### src/rtl/gf_tower_pkg.sv
package gf_tower_pkg;

    typedef enum logic [1:0] {
        GEN_IDLE = 2'd0,
        GEN_RUN  = 2'd1,
        GEN_DONE = 2'd2
    } gen_state_e;

    localparam int unsigned    HALF_W_DEF    = 6;
    localparam logic [6:0]     BASE_POLY_DEF = 7'h43;
    localparam logic [5:0]     EXT_CONST_DEF = 6'h21;
    localparam logic [11:0]    STEP_ELEM_DEF = 12'hE01;

endpackage

### src/rtl/gf_base_mult.sv
module gf_base_mult #(
    parameter int unsigned W        = 6,
    parameter logic [W:0]  POLY     = 7'h43
) (
    input  logic [W-1:0] a,
    input  logic [W-1:0] b,
    output logic [W-1:0] p
);
    localparam logic [W-1:0] FOLD = POLY[W-1:0];

    logic [W-1:0] shifted [W];
    logic [W-1:0] acc     [W+1];

    assign shifted[0] = b;
    assign acc[0]     = '0;

    for (genvar i = 0; i < W; i++) begin : g_term
        assign acc[i+1] = acc[i] ^ (a[i] ? shifted[i] : '0);
        if (i < W - 1) begin : g_shift
            assign shifted[i+1] = {shifted[i][W-2:0], 1'b0}
                                ^ (shifted[i][W-1] ? FOLD : '0);
        end
    end

    assign p = acc[W];

endmodule

### src/rtl/gf_tower_mult.sv
module gf_tower_mult #(
    parameter int unsigned       HALF_W    = 6,
    parameter logic [HALF_W:0]   BASE_POLY = 7'h43,
    parameter logic [HALF_W-1:0] EXT_CONST = 6'h21,
    localparam int unsigned      FULL_W    = 2 * HALF_W
) (
    input  logic [FULL_W-1:0] a,
    input  logic [FULL_W-1:0] b,
    output logic [FULL_W-1:0] p
);
    logic [HALF_W-1:0] a_hi, a_lo, b_hi, b_lo;
    logic [HALF_W-1:0] a_sum, b_sum;
    logic [HALF_W-1:0] cross_prod, low_prod, high_prod, scaled_prod;

    assign a_hi  = a[FULL_W-1:HALF_W];
    assign a_lo  = a[HALF_W-1:0];
    assign b_hi  = b[FULL_W-1:HALF_W];
    assign b_lo  = b[HALF_W-1:0];
    assign a_sum = a_hi ^ a_lo;
    assign b_sum = b_hi ^ b_lo;

    gf_base_mult #(.W(HALF_W), .POLY(BASE_POLY)) u_cross (
        .a(a_sum), .b(b_sum), .p(cross_prod)
    );
    gf_base_mult #(.W(HALF_W), .POLY(BASE_POLY)) u_low (
        .a(a_lo), .b(b_lo), .p(low_prod)
    );
    gf_base_mult #(.W(HALF_W), .POLY(BASE_POLY)) u_high (
        .a(a_hi), .b(b_hi), .p(high_prod)
    );
    gf_base_mult #(.W(HALF_W), .POLY(BASE_POLY)) u_scale (
        .a(high_prod), .b(EXT_CONST), .p(scaled_prod)
    );

    assign p = {cross_prod ^ low_prod, scaled_prod ^ low_prod};

endmodule

### src/rtl/gf_power_gen.sv
module gf_power_gen
    import gf_tower_pkg::*;
#(
    parameter int unsigned       HALF_W    = 6,
    parameter logic [HALF_W:0]   BASE_POLY = 7'h43,
    parameter logic [HALF_W-1:0] EXT_CONST = 6'h21,
    parameter logic [2*HALF_W-1:0] STEP_ELEM = 12'hE01,
    parameter int unsigned       SEQ_LEN   = 4095,
    localparam int unsigned      FULL_W    = 2 * HALF_W
) (
    input  logic              clk,
    input  logic              rst_n,
    input  logic              start,
    input  logic [FULL_W-1:0] seed,
    output logic              valid,
    output logic [FULL_W-1:0] power,
    output logic              done,
    output logic              error
);
    localparam int unsigned      CNT_W = $clog2(SEQ_LEN);
    localparam logic [CNT_W-1:0] LAST  = CNT_W'(SEQ_LEN - 1);
    localparam logic [FULL_W-1:0] ONE  = FULL_W'(1);

    gen_state_e        state_q, state_d;
    logic [FULL_W-1:0] cur_q, seed_q, prod, step_val;
    logic [CNT_W-1:0]  cnt_q;
    logic              err_q;
    logic              start_ok, last_step;

    gf_tower_mult #(
        .HALF_W(HALF_W), .BASE_POLY(BASE_POLY), .EXT_CONST(EXT_CONST)
    ) u_step (
        .a(cur_q), .b(STEP_ELEM), .p(prod)
    );

    assign step_val  = (cur_q == '0) ? ONE : prod;
    assign start_ok  = start && (state_q != GEN_RUN);
    assign last_step = (cnt_q == LAST);

    // state register
    always_ff @(posedge clk or negedge rst_n) begin
        if (!rst_n) state_q <= GEN_IDLE;
        else        state_q <= state_d;
    end

    // transitions: launch, finish, relaunch
    always_comb begin
        state_d = state_q;
        unique case (state_q)
            GEN_IDLE: if (start)     state_d = GEN_RUN;
            GEN_RUN:  if (last_step) state_d = GEN_DONE;
            GEN_DONE: if (start)     state_d = GEN_RUN;
            default:                 state_d = GEN_IDLE;
        endcase
    end

    // walk datapath
    always_ff @(posedge clk or negedge rst_n) begin
        if (!rst_n) begin
            cur_q  <= '0;
            seed_q <= '0;
            cnt_q  <= '0;
            err_q  <= 1'b0;
        end else if (start_ok) begin
            cur_q  <= seed;
            seed_q <= seed;
            cnt_q  <= '0;
            err_q  <= 1'b0;
        end else if (state_q == GEN_RUN) begin
            if ((cnt_q != '0) && (cur_q == seed_q)) err_q <= 1'b1;
            if (!last_step) begin
                cnt_q <= cnt_q + 1'b1;
                cur_q <= step_val;
            end
        end
    end

    // outputs
    always_comb begin
        valid = 1'b0;
        done  = 1'b0;
        unique case (state_q)
            GEN_IDLE: ;
            GEN_RUN:  valid = 1'b1;
            GEN_DONE: done  = 1'b1;
            default:  ;
        endcase
    end

    assign power = cur_q;
    assign error = err_q;

    p_first_seed_r6: assert property (@(posedge clk) disable iff (!rst_n)
        $rose(valid) |-> (power == $past(seed)));

    p_nonzero_walk_r7: assert property (@(posedge clk) disable iff (!rst_n)
        (valid && $past(valid)) |-> (power != '0));

    p_cnt_bound_r8: assert property (@(posedge clk) disable iff (!rst_n)
        cnt_q <= LAST);

    p_valid_done_excl_r8: assert property (@(posedge clk) disable iff (!rst_n)
        !(valid && done));

    p_done_hold_r8: assert property (@(posedge clk) disable iff (!rst_n)
        (done && !start) |=> done);

    p_err_sticky_r10: assert property (@(posedge clk) disable iff (!rst_n)
        ($past(err_q) && !$past(start_ok)) |-> err_q);

endmodule

### src/rtl/gf4096_tower.sv
module gf4096_tower
    import gf_tower_pkg::*;
#(
    parameter int unsigned         HALF_W    = HALF_W_DEF,
    parameter logic [HALF_W:0]     BASE_POLY = BASE_POLY_DEF,
    parameter logic [HALF_W-1:0]   EXT_CONST = EXT_CONST_DEF,
    parameter logic [2*HALF_W-1:0] STEP_ELEM = STEP_ELEM_DEF,
    parameter bit                  REG_OUT   = 1'b1
) (
    input  logic                  clk,
    input  logic                  rst_n,
    input  logic [2*HALF_W-1:0]   mul_a,
    input  logic [2*HALF_W-1:0]   mul_b,
    output logic [2*HALF_W-1:0]   mul_p,
    input  logic                  gen_start,
    input  logic [2*HALF_W-1:0]   gen_seed,
    output logic                  gen_valid,
    output logic [2*HALF_W-1:0]   gen_power,
    output logic                  gen_done,
    output logic                  gen_error
);
    localparam int unsigned       FULL_W  = 2 * HALF_W;
    localparam int unsigned       SEQ_LEN = (1 << FULL_W) - 1;
    localparam logic [FULL_W-1:0] ONE     = FULL_W'(1);

    logic [FULL_W-1:0] prod;

    gf_tower_mult #(
        .HALF_W(HALF_W), .BASE_POLY(BASE_POLY), .EXT_CONST(EXT_CONST)
    ) u_mult (
        .a(mul_a), .b(mul_b), .p(prod)
    );

    if (REG_OUT) begin : g_reg_out
        logic [FULL_W-1:0] prod_q;
        always_ff @(posedge clk or negedge rst_n) begin
            if (!rst_n) prod_q <= '0;
            else        prod_q <= prod;
        end
        assign mul_p = prod_q;

        p_mul_zero_r3: assert property (@(posedge clk) disable iff (!rst_n)
            ((mul_a == '0) || (mul_b == '0)) |=> (mul_p == '0));

        p_mul_one_r3: assert property (@(posedge clk) disable iff (!rst_n)
            (mul_a == ONE) |=> (mul_p == $past(mul_b)));
    end else begin : g_comb_out
        assign mul_p = prod;
    end

    gf_power_gen #(
        .HALF_W(HALF_W), .BASE_POLY(BASE_POLY), .EXT_CONST(EXT_CONST),
        .STEP_ELEM(STEP_ELEM), .SEQ_LEN(SEQ_LEN)
    ) u_gen (
        .clk(clk), .rst_n(rst_n),
        .start(gen_start), .seed(gen_seed),
        .valid(gen_valid), .power(gen_power),
        .done(gen_done), .error(gen_error)
    );

endmodule

### config.mk
export PLATFORM = sky130hd
export DESIGN_NAME = gf4096_tower
export DESIGN_NICKNAME = d
export VERILOG_FILES = /design/src/rtl/gf_tower_pkg.sv /design/src/rtl/gf_base_mult.sv /design/src/rtl/gf_tower_mult.sv /design/src/rtl/gf_power_gen.sv /design/src/rtl/gf4096_tower.sv
export SDC_FILE = /design/constraint.sdc
export NUM_CORES = 1
export LEC_CHECK = 0
export BUFFER_PORTS_ARGS = -buffer_cell sky130_fd_sc_hd__buf_2
export CAP_MARGIN = 40
export CORE_UTILIZATION = 62
export DETAILED_ROUTE_END_ITERATION = 10
export PLACE_DENSITY = 0.79
export SETUP_SLACK_MARGIN = 0.15
export SYNTH_ARGS = -nofsm -noshare
export SYNTH_HDL_FRONTEND = slang
export SYNTH_HIERARCHICAL = 1
export SYNTH_SLANG_ARGS = --single-unit
### constraint.sdc
create_clock -name clk -period 2.75 [get_ports clk]
set_input_delay 0.55 -clock clk [delete_from_list [all_inputs] [get_ports clk]]
set_output_delay 0.55 -clock clk [all_outputs]
set_load 0.02 [all_outputs]
==> results of run 1 <==
[logic make-up (layout without fill, tap and decap cells)]
kind of cell | count (synthesis) | after routing
AOI/OAI and AO/OA | 171 | 171
xor gates and xnor gates | 292 | 292
adders and majority gates | 3 | 3
buffers and inverters | 103 | 143
DFF | 51 | 51
muxes | 25 | 25
other | 6 | 92
and+or+nand+nor | 384 | 384
[layout make-up]
class | count | area, sq um | area share
inverter | 21 | 91.3 | 0.0105
clock inverter | 2 | 16.3 | 0.00188
sequential | 51 | 1280 | 0.148
clock buffer | 6 | 139 | 0.0160
tap | 168 | 210 | 0.0242
multi-input combinational | 967 | 6230 | 0.718
timing repair buffer | 114 | 706 | 0.0814
[metal layers]
| layer | vias up | track usage |
|---|---|---|
| met2 | 245 | 0.502 |
| li1 | 3562 | - |
| met4 | 0 | 0.0589 |
| met3 | 17 | 0.0254 |
| met5 | - | 0 |
| met1 | 3332 | 0.430 |
[worst paths after layout]
| kind | start | endpoint | slack (ns) | cells after the start |
|---|---|---|---|---|
| hold reg to reg | u_gen/state_q[0] | u_gen/state_q[0] | 0.49 | 1 |
| setup / recovery | u_gen/power[11] | u_gen/power[1] | 0.27 | 10 |
| min in group clk | u_gen/state_q[0] | u_gen/state_q[0] | 0.49 | 1 |
| hold / removal | rst_n | u_gen/cnt_q[11] | 0.37 | 2 |
| setup reg to reg | u_gen/power[11] | u_gen/power[1] | 0.27 | 10 |
| max in group asynchronous | rst_n | u_gen/power[8] | 1.90 | 2 |
[placed cells by master, fill, tap and decap left out, types with 3 or more instances in the layout]
| cell | count |
|---|---|
| a211oi_2 | 8 |
| a21o_1 | 12 |
| a21oi_1 | 40 |
| a221o_1 | 10 |
| a22oi_1 | 8 |
| a22oi_2 | 8 |
| and2b_1 | 8 |
| and2b_4 | 8 |
| and3_1 | 13 |
| buf_2 | 65 |
| buf_4 | 48 |
| clkbuf_16 | 5 |
| conb_1 | 92 |
| dfrtp_1 | 49 |
| ha_1 | 3 |
| inv_1 | 12 |
| inv_2 | 8 |
| mux2_2 | 9 |
| mux2i_1 | 16 |
| nand2_1 | 218 |
| nand2b_1 | 17 |
| nand3_1 | 30 |
| nand4_1 | 4 |
| nor2_1 | 64 |
| nor4_1 | 7 |
| o211a_1 | 8 |
| o211ai_1 | 9 |
| o21ai_0 | 11 |
| o21ai_1 | 25 |
| o221ai_1 | 8 |
| o22ai_1 | 8 |
| o31ai_1 | 3 |
| or4_1 | 3 |
| xnor2_1 | 180 |
| xor2_1 | 104 |
| xor2_2 | 8 |
[where the power goes]
group          total (mW)  switching, mW  internal [mW]  leakage (nW)
clock               0.647          0.283          0.364        0.0731
sequential           1.53          0.347           1.18         0.617
combinational        10.7           5.59           5.07          3.33
[sequential cells by signal, indices dropped and copies added (netlist names)]
name / cells
u_gen/seed_q: 12
u_gen/power: 12
u_gen/state_q: 2
u_gen/error: 1
mul_p: 12
u_gen/cnt_q: 12
[through the flow]
stage | util | hold slack (ns) | instance area, sq um | power [mW]
final | 0.713 | 0.368 | 8670 | 12.8
after global routing | 0.713 | 0.421 | 8670 | 13.8
after CTS | 0.713 | 0.400 | 8670 | 12.6
after detailed placement | 0.700 | 0.479 | 8510 | 11.8
after global placement | 0.700 | 0.471 | 8510 | 11.6
after floorplan | - | 0.254 | 8140 | 9.71
==> flow_summary.json, run 1 <==
{
  "critical_path.endpoint_type": "register",
  "detail_route.first_pass.iterations": 5,
  "clock_tree.buffer_depth": 2,
  "worst-setup-path-type": "register to register",
  "global_route_wire_length_before_repair_um": 32000,
  "die-area_sq_um": 13100,
  "run_status": "finished clean",
  "overflow": 0,
  "largest_voltage_drop_on_the_vdd_net_mv": 0.920,
  "dpl.cell_count": 1321,
  "clock_tree_from_tritoncts": "built",
  "hpwlAfterDp_um": 14400,
  "synth-simple-area-share": 0.219,
  "xor_xnor_fraction_of_synth_area": 0.335,
  "vias": 7156,
  "final-instance-count-excl-fill": 1329,
  "startpoint_type_of_the_worst_setup_path": "register",
  "routabilityCongestion": 0.907,
  "clkLatencyLatePin_ns": 0.28,
  "drive_gt1_frac": 0.158,
  "met2_wirelength_um": 9060,
  "most_common_flop_cell_mapped_by_yosys": "dfrtp_1",
  "die_h_um": 114,
  "fill_cells": 1058,
  "core_region_area_sq_um": 12200,
  "drcViolationCount": 0,
  "highest_layer": "met4",
  "placement_rows": 40,
  "final_critical_path_setup_slack_ns": 0.274,
  "final_net_count": 1202,
  "synth.most_common_cell": "nand2_1",
  "final.min_clock_period_ns": 2.48,
  "finalSetupTns_ns": 0,
  "post_cts_hold_buffer_count": 0,
  "worst_hold_path_type": "primary input to asynchronous set/reset pin",
  "power.leakage_nw": 4.02,
  "syn_inst": 1035,
  "crit_path_max_incr_delay_ns": 0.45,
  "synth_seq_cells": 51,
  "crit_family": "compound AO/OA/AOI/OAI gates",
  "worstPathMaxFanout": 6,
  "synthesized_area_fraction_occupied_by_ao_oa_aoi_and_oai_cells": 0.160,
  "grt_max_degree": 52,
  "wl_um": 19200,
  "port-buffer-count": 65,
  "per_instance_average_area_after_synthesis_sq_um": 7.55,
  "synth.area.mux_share": 0.0335,
  "fin_crit_sh": 0.900,
  "relative_max_transition_margin": 0.568,
  "synth.top_cells.by_area": "xnor2_1, dfrtp_1, xor2_1",
  "synth_warnings": 6,
  "worst_ep_required_time_ns": 2.92,
  "post-synth-top-area-cell": "xnor2_1",
  "yosys-top-cells-count": "nand2_1, xnor2_1, xor2_1",
  "synth.top_cell.area_share": 0.202,
  "maximum_level_of_the_cts_h_tree": 2,
  "met3WireLength_um": 1100,
  "timing.clock.skew_ns": 0.00236,
  "crit_buf_inv": 0,
  "grt_pass1_vias": 6542,
  "sequential_to_total_area_share_from_yosys_stat": 0.163,
  "finalHoldViolations": 0,
  "initial_antenna_violation_count": 0,
  "async_flop_share": 1.00,
  "rsz0062_at_grt": "no",
  "worst-endpoint-arrival_ns": 2.64,
  "grtUsageTotal": 0.302,
  "crit_path_cell_trace": "and2b_1 -> a22oi_1 -> xnor2_1 -> xnor2_1 -> o22ai_1 -> o21ai_1 -> o211a_1 -> xnor2_1 -> xor2_1 -> a221o_2",
  "slew_violations": 0,
  "cts_made_buffers": 5,
  "cts.repair_timing.setup_buffer_count": 0,
  "final_setup_violation_count": 0,
  "pre_cts_slack_ns": 0.215,
  "synth_top_family_by_area": "XOR/XNOR gates",
  "max_cap_viol_count": 0,
  "synth-edff-count": 0,
  "drtIter0Drc": 693,
  "drt-wirelength-per-cell_um": 14.5,
  "clock-sinks": 51,
  "synth_cell_types": 57,
  "synth-adder-area-share": 0.00480,
  "power-per-cell-area_nw_per_um2": 1480,
  "worst_setup_hold_path_clk_slew_ns": 0.07,
  "max_freq_mhz": 404,
  "antenna_cells_inserted": 0,
  "areaGrowthSynthToFinish_pct": 10.9,
  "cts-resized-gates": 0,
  "floorplan.die.width_um": 114,
  "post_drt_via_cell_ratio": 5.38,
  "pin_count": 66,
  "post_synth_instance_area_sq_um": 7810,
  "final_antenna_violating_net_count": 0,
  "cp_common_cell": "xnor2_1",
  "critical-path-slowest-cell": "dfrtp_2",
  "initial_core_util": 0.643,
  "wl_met1_um": 8880,
  "root_buffer": "clkbuf_16",
  "worst_pin_slew_ns": 0.648
}
No activity file was read; power rests on OpenSTA's default activity.
==> inputs of run 2 (changes only) <==
--- a/config.mk
+++ b/config.mk
@@ -5,11 +5,13 @@
 export SDC_FILE = /design/constraint.sdc
 export NUM_CORES = 1
 export LEC_CHECK = 0
-export BUFFER_PORTS_ARGS = -buffer_cell sky130_fd_sc_hd__buf_2
+export BUFFER_PORTS_ARGS = -buffer_cell sky130_fd_sc_hd__buf_4
 export CAP_MARGIN = 40
+export CORE_ASPECT_RATIO = 1.25
 export CORE_UTILIZATION = 62
 export DETAILED_ROUTE_END_ITERATION = 10
 export PLACE_DENSITY = 0.79
+export RECOVER_POWER = 100
 export SETUP_SLACK_MARGIN = 0.15
 export SYNTH_ARGS = -nofsm -noshare
 export SYNTH_HDL_FRONTEND = slang
==> flow_summary.json, run 2 (same netlist as run 1, synthesis figures left out) <==
{
  "crit_end": "u_gen/power[5]",
  "root_buffer": "clkbuf_16",
  "reg2reg_slack_ns": 0.18,
  "power-per-cell-area_nw_per_um2": 1470,
  "worst_r2r_path_depth": 10,
  "core_region_area_sq_um": 12200,
  "post_drt_via_cell_ratio": 5.37,
  "final_antenna_violating_net_count": 0,
  "timing.clock.skew_ns": 0.00607,
  "worst_ep_required_time_ns": 2.93,
  "dpl.cell_count": 1314,
  "initial_antenna_violation_count": 0,
  "final_net_count": 1199,
  "post_cts_hold_buffer_count": 0,
  "drt-wirelength-per-cell_um": 14.6,
  "clock_tree_from_tritoncts": "built",
  "met2_wirelength_um": 10100,
  "detail_route.first_pass.iterations": 5,
  "crit_path_start": "u_gen/power[9]",
  "finalInstanceArea_sq_um": 8610,
  "cts.repair_timing.setup_buffer_count": 0,
  "worst-setup-path-type": "register to register",
  "power.leakage_nw": 3.90,
  "final-instance-count-excl-fill": 1322,
  "relative_max_transition_margin": 0.171,
  "clock_tree.buffer_depth": 2,
  "cts_made_buffers": 5,
  "run_status": "finished clean",
  "finalSetupTns_ns": 0,
  "overflow": 0,
  "drive_gt1_frac": 0.121,
  "layout_commonest_cell": "nand2_1",
  "r2r_start": "u_gen/power[9]",
  "placedInstanceArea_sq_um": 8630,
  "largest_voltage_drop_on_the_vdd_net_mv": 0.913,
  "max_cap_viol_count": 0,
  "critical_path.endpoint_type": "register",
  "floorplan.die.width_um": 102,
  "wl_met1_um": 7590,
  "die_h_um": 128,
  "drtIter0Drc": 360,
  "wl_um": 19300,
  "startpoint_type_of_the_worst_setup_path": "register",
  "fin_crit_sh": 0.936,
  "clkLatencyLatePin_ns": 0.29,
  "slew_violations": 0,
  "final_setup_violation_count": 0,
  "hpwlAfterDp_um": 14700,
  "worstPathMaxFanout": 13,
  "areaGrowthSynthToFinish_pct": 10.1,
  "drcViolationCount": 0,
  "clock-sinks": 51,
  "antenna_cells_inserted": 0,
  "final_cell_mix": "nand2_1, xnor2_1, xor2_1, conb_1, buf_4",
  "port-buffer-count": 65,
  "finalHoldViolations": 0,
  "final.min_clock_period_ns": 2.57,
  "highest_layer": "met4",
  "global_route_wire_length_before_repair_um": 31100,
  "grt_pass1_vias": 6606,
  "worst_hold_path_type": "register to register",
  "initial_core_util": 0.640,
  "met3WireLength_um": 870,
  "worst-endpoint-arrival_ns": 2.75,
  "maximum_level_of_the_cts_h_tree": 2,
  "critical_path.reg2reg.endpoint": "u_gen/power[5]",
  "pin_count": 66,
  "worst_setup_hold_path_clk_slew_ns": 0.07,
  "max_freq_mhz": 388,
  "rsz0062_at_grt": "no",
  "grt_max_degree": 52,
  "fill_cells": 1099,
  "grtUsageTotal": 0.299,
  "die-area_sq_um": 13100,
  "vias": 7102,
  "worst_pin_slew_ns": 1.24,
  "routabilityCongestion": 0.940,
  "placement_rows": 45
}
## run 2: changes by cell type in the layout (fill, tap and decap cells not counted), moves of 4 or more
cell / change
a211oi_2: -4
buf_4: +28
clkbuf_1: +33
a211oi_1: +4
buf_2: -65
## run 2: layer usage
layer	vias up	GRT usage
met5	-	0
met4	0	0.130
met3	47	0.0416
met2	206	0.561
met1	3296	0.326
li1	3553	-
## run 2: how the worst min path moves through the flow
| stage | start | end | slack [ns] | cells past startpoint |
|---|---|---|---|---|
| 3_3_place_gp | u_gen/seed_q[9] | u_gen/seed_q[9] | 0.48 | 1 |
| 6_report | u_gen/seed_q[5] | u_gen/seed_q[5] | 0.50 | 1 |
| 4_1_cts | rst_n | mul_p[11] | 0.30 | 1 |
| 2_1_floorplan | rst_n | mul_p[0] | 0.25 | 0 |
| 5_1_grt | u_gen/state_q[0] | u_gen/state_q[0] | 0.52 | 1 |
| 3_5_place_dp | u_gen/seed_q[9] | u_gen/seed_q[9] | 0.49 | 1 |
## run 2: layout make-up
type / count / area, sq um / area share
well taps: 164 / 205 / 0.0238
clock buffers: 6 / 139 / 0.0161
inverters: 21 / 80.1 / 0.00930
repair buffers: 111 / 704 / 0.0818
clock inverters: 2 / 13.8 / 0.00160
multi-input cells: 967 / 6190 / 0.719
flip-flops and latches: 51 / 1280 / 0.148
## run 2: what timing repair did
item                                    CTS  global route
hold endpoints to repair                  0             0
gates resized for setup                   0             2
endpoints found under the setup margin    0             2
## run 2: metrics by stage
| step | hold WS (ns) | power, mW | utilization | setup slack (ns) |
|---|---|---|---|---|
| 3_3_place_gp | 0.478 | 11.7 | 0.707 | 0.291 |
| 6_report | 0.502 | 12.7 | 0.704 | 0.175 |
| 3_5_place_dp | 0.488 | 11.9 | 0.707 | 0.267 |
| 2_1_floorplan | 0.254 | 9.71 | - | 0.152 |
| 4_1_cts | 0.304 | 12.6 | 0.719 | 0.227 |
| 5_1_grt | 0.517 | 13.6 | 0.704 | 0.0819 |
## run 2: worst max-delay path, cell delays in order (launching register included)
cell and delay, ns:
dfrtp_1 0.40, buf_4 0.21, nand2_1 0.08, xnor2_1 0.20, xnor2_1 0.16, xnor2_1 0.24, xor2_1 0.24, a21oi_1 0.11
xnor2_1 0.36, xor2_1 0.12, a221o_1 0.34
## run 2: report_power, final
part / internal [mW] / switching [mW]
clock: 0.364 / 0.282
sequential: 1.17 / 0.377
combinational: 4.93 / 5.56
total: 6.47 / 6.22
==> inputs of run 3 (changes only) <==
--- a/config.mk
+++ b/config.mk
@@ -8,12 +8,11 @@
 export BUFFER_PORTS_ARGS = -buffer_cell sky130_fd_sc_hd__buf_4
 export CAP_MARGIN = 40
 export CORE_ASPECT_RATIO = 1.25
-export CORE_UTILIZATION = 62
+export CORE_UTILIZATION = 59
 export DETAILED_ROUTE_END_ITERATION = 10
 export PLACE_DENSITY = 0.79
 export RECOVER_POWER = 100
 export SETUP_SLACK_MARGIN = 0.15
 export SYNTH_ARGS = -nofsm -noshare
 export SYNTH_HDL_FRONTEND = slang
-export SYNTH_HIERARCHICAL = 1
 export SYNTH_SLANG_ARGS = --single-unit
==> flow_summary.json, run 3 <==
{
  "run_status": "finished clean",
  "reg2reg_slack_ns": 0.63,
  "drtIter0Drc": 147,
  "global_route_wire_length_before_repair_um": 17500,
  "drive_gt1_frac": 0.101,
  "worst_r2r_path_depth": 6,
  "cts-resized-gates": 0,
  "worst_setup_hold_path_clk_slew_ns": 0.09,
  "post_cts_hold_buffer_count": 0,
  "detail_route.first_pass.iterations": 4,
  "clock_tree.buffer_depth": 2,
  "hold_depth": 3,
  "worst_hold_path_type": "primary input to register",
  "layout_commonest_cell": "nand2_1",
  "areaGrowthSynthToFinish_pct": 9.12,
  "synth.most_common_cell": "nand2_1",
  "final-instance-count-excl-fill": 697,
  "crit_path_cell_trace": "clkbuf_1 -> xnor2_1 -> xnor2_1 -> nand2b_1 -> a21oi_1 -> a31oi_1 -> xnor3_1",
  "initial_core_util": 0.613,
  "synth-edff-count": 0,
  "clock_tree_from_tritoncts": "built",
  "initial_antenna_violation_count": 0,
  "synth.top_cells.by_area": "dfrtp_1, xnor2_1, nand2_1",
  "slew_violations": 0,
  "crit_family": "XOR/XNOR gates",
  "grtUsageTotal": 0.280,
  "rsz0062_at_grt": "no",
  "worst_ep_required_time_ns": 2.94,
  "wl_um": 10600,
  "die_h_um": 100,
  "per_instance_average_area_after_synthesis_sq_um": 8.04,
  "routabilityCongestion": 1.01,
  "hpwlAfterDp_um": 8260,
  "worst-setup-path-type": "primary input to register",
  "core_region_area_sq_um": 7440,
  "overflow": 0,
  "post-synth-top-area-cell": "dfrtp_1",
  "grt_pass1_vias": 3835,
  "final_net_count": 648,
  "hold-worst-slack_ns": 0.444,
  "finalSetupTns_ns": 0,
  "startpoint_type_of_the_worst_setup_path": "primary input",
  "most_common_flop_cell_mapped_by_yosys": "dfrtp_1",
  "worstPathMaxFanout": 12,
  "worst-endpoint-arrival_ns": 2.44,
  "max_freq_mhz": 445,
  "grt_max_degree": 52,
  "whs_endpoint": "u_gen.seed_q[5]",
  "dpl.cell_count": 690,
  "power.leakage_nw": 2.13,
  "drt-wirelength-per-cell_um": 15.3,
  "crit_buf_inv": 1,
  "clock-sinks": 51,
  "hold_path_startpoint": "gen_seed[5]",
  "r2r_start": "u_gen.cnt_q[2]",
  "timing.clock.skew_ns": 0.0108,
  "critical_path.reg2reg.endpoint": "u_gen.cnt_q[4]",
  "fin_crit_sh": 0.818,
  "cp_common_cell": "xnor2_1",
  "die-area_sq_um": 8100,
  "maximum_level_of_the_cts_h_tree": 2,
  "final.min_clock_period_ns": 2.25,
  "clkLatencyLatePin_ns": 0.30,
  "final_setup_violation_count": 0,
  "synth_cell_types": 52,
  "post_drt_via_cell_ratio": 5.57,
  "async_flop_share": 1.00,
  "postSynthNetCount": 611,
  "cts_made_buffers": 5,
  "worst_pin_slew_ns": 1.23,
  "top_usage_layer": "met2",
  "drcViolationCount": 0,
  "synth.top_cell.area_share": 0.279,
  "pin_count": 66,
  "largest_voltage_drop_on_the_vdd_net_mv": 0.704,
  "global_routing_met2_resource_utilization": 0.528,
  "post_synth_instance_area_sq_um": 4570,
  "relative_max_transition_margin": 0.181,
  "sequential_to_total_area_share_from_yosys_stat": 0.279,
  "syn_inst": 568,
  "final_cell_mix": "nand2_1, xnor2_1, nor2_1, dfrtp_1, xor2_1",
  "power-per-cell-area_nw_per_um2": 917,
  "max_cap_viol_count": 0,
  "root_buffer": "clkbuf_8",
  "port-buffer-count": 65,
  "placement_rows": 35,
  "synth_warnings": 0,
  "final_antenna_violating_net_count": 0,
  "globalRouteMet1Util": 0.294,
  "grtUsageMet3": 0.0264,
  "yosys-top-cells-count": "nand2_1, xnor2_1, nor2_1",
  "synth_seq_cells": 51,
  "vias": 3880,
  "antenna_cells_inserted": 0,
  "crit_path_max_incr_delay_ns": 0.52,
  "floorplan.die.width_um": 80.7,
  "critical_path.endpoint_type": "register",
  "critical-path-slowest-cell": "clkbuf_1",
  "finalHoldViolations": 0,
  "cts.repair_timing.setup_buffer_count": 0
}
run 3: area by class of cell:
| class | instances | area (sq um) |
|---|---|---|
| fill | 673 | 2460 |
| clock buffer | 5 | 68.8 |
| inverter | 15 | 56.3 |
| multi-input combinational | 459 | 3010 |
| sequential | 51 | 1280 |
| tap | 92 | 115 |
| timing repair buffer | 73 | 440 |
| clock inverter | 2 | 13.8 |
run 3: power breakdown:
group          switching [mW]  leakage (nW)  total, mW  internal, mW
clock                   0.238        0.0440      0.412         0.174
combinational            1.46          1.46       2.75          1.28
sequential              0.356         0.628       1.41          1.05
run 3: worst max path at each step:
stage                        start        endpoint  slack, ns  cells past startpoint
global route              mul_b[9]        mul_p[8]       0.32                      7
floorplan                 mul_a[2]        mul_p[9]       0.68                      7
CTS                 u_gen.power[7]  u_gen.power[2]       0.67                      7
finish                    mul_b[9]        mul_p[8]       0.50                      7
global placement          mul_a[5]        mul_p[8]       0.52                      6
detailed placement        mul_b[3]        mul_p[8]       0.49                      7
run 3: metrics by stage:
step	worst slack (ns)	area [sq um]	util	total power, mW
2_1_floorplan	0.677	4570	-	3.62
3_3_place_gp	0.518	5010	0.673	4.26
3_5_place_dp	0.489	5020	0.675	4.34
4_1_cts	0.672	5110	0.686	4.77
5_1_grt	0.318	4980	0.669	4.94
6_report	0.501	4980	0.669	4.57
run 3: worst min-delay path: cells and delay by family:
kind                   cells  cell delay, ns
AND/OR/NAND/NOR            2            0.08
buffers and inverters      1            0.08
run 3: logic make-up (layout without fill, tap and decap cells):
logic type,count (synthesis),after routing,share of synthesized area
compound gates,70,70,0.108
xor+xnor,163,163,0.335
fa+ha+maj,4,4,0.0110
buf+inv,58,95,0.0595
flops,51,51,0.279
mux,3,3,0.00685
simple gates,219,219,0.200
run 3: per-layer routing:
layer	vias up	wire, um
met1	1837	4010
met3	34	350
li1	1905	-
met2	104	5760
met5	-	0
met4	0	518
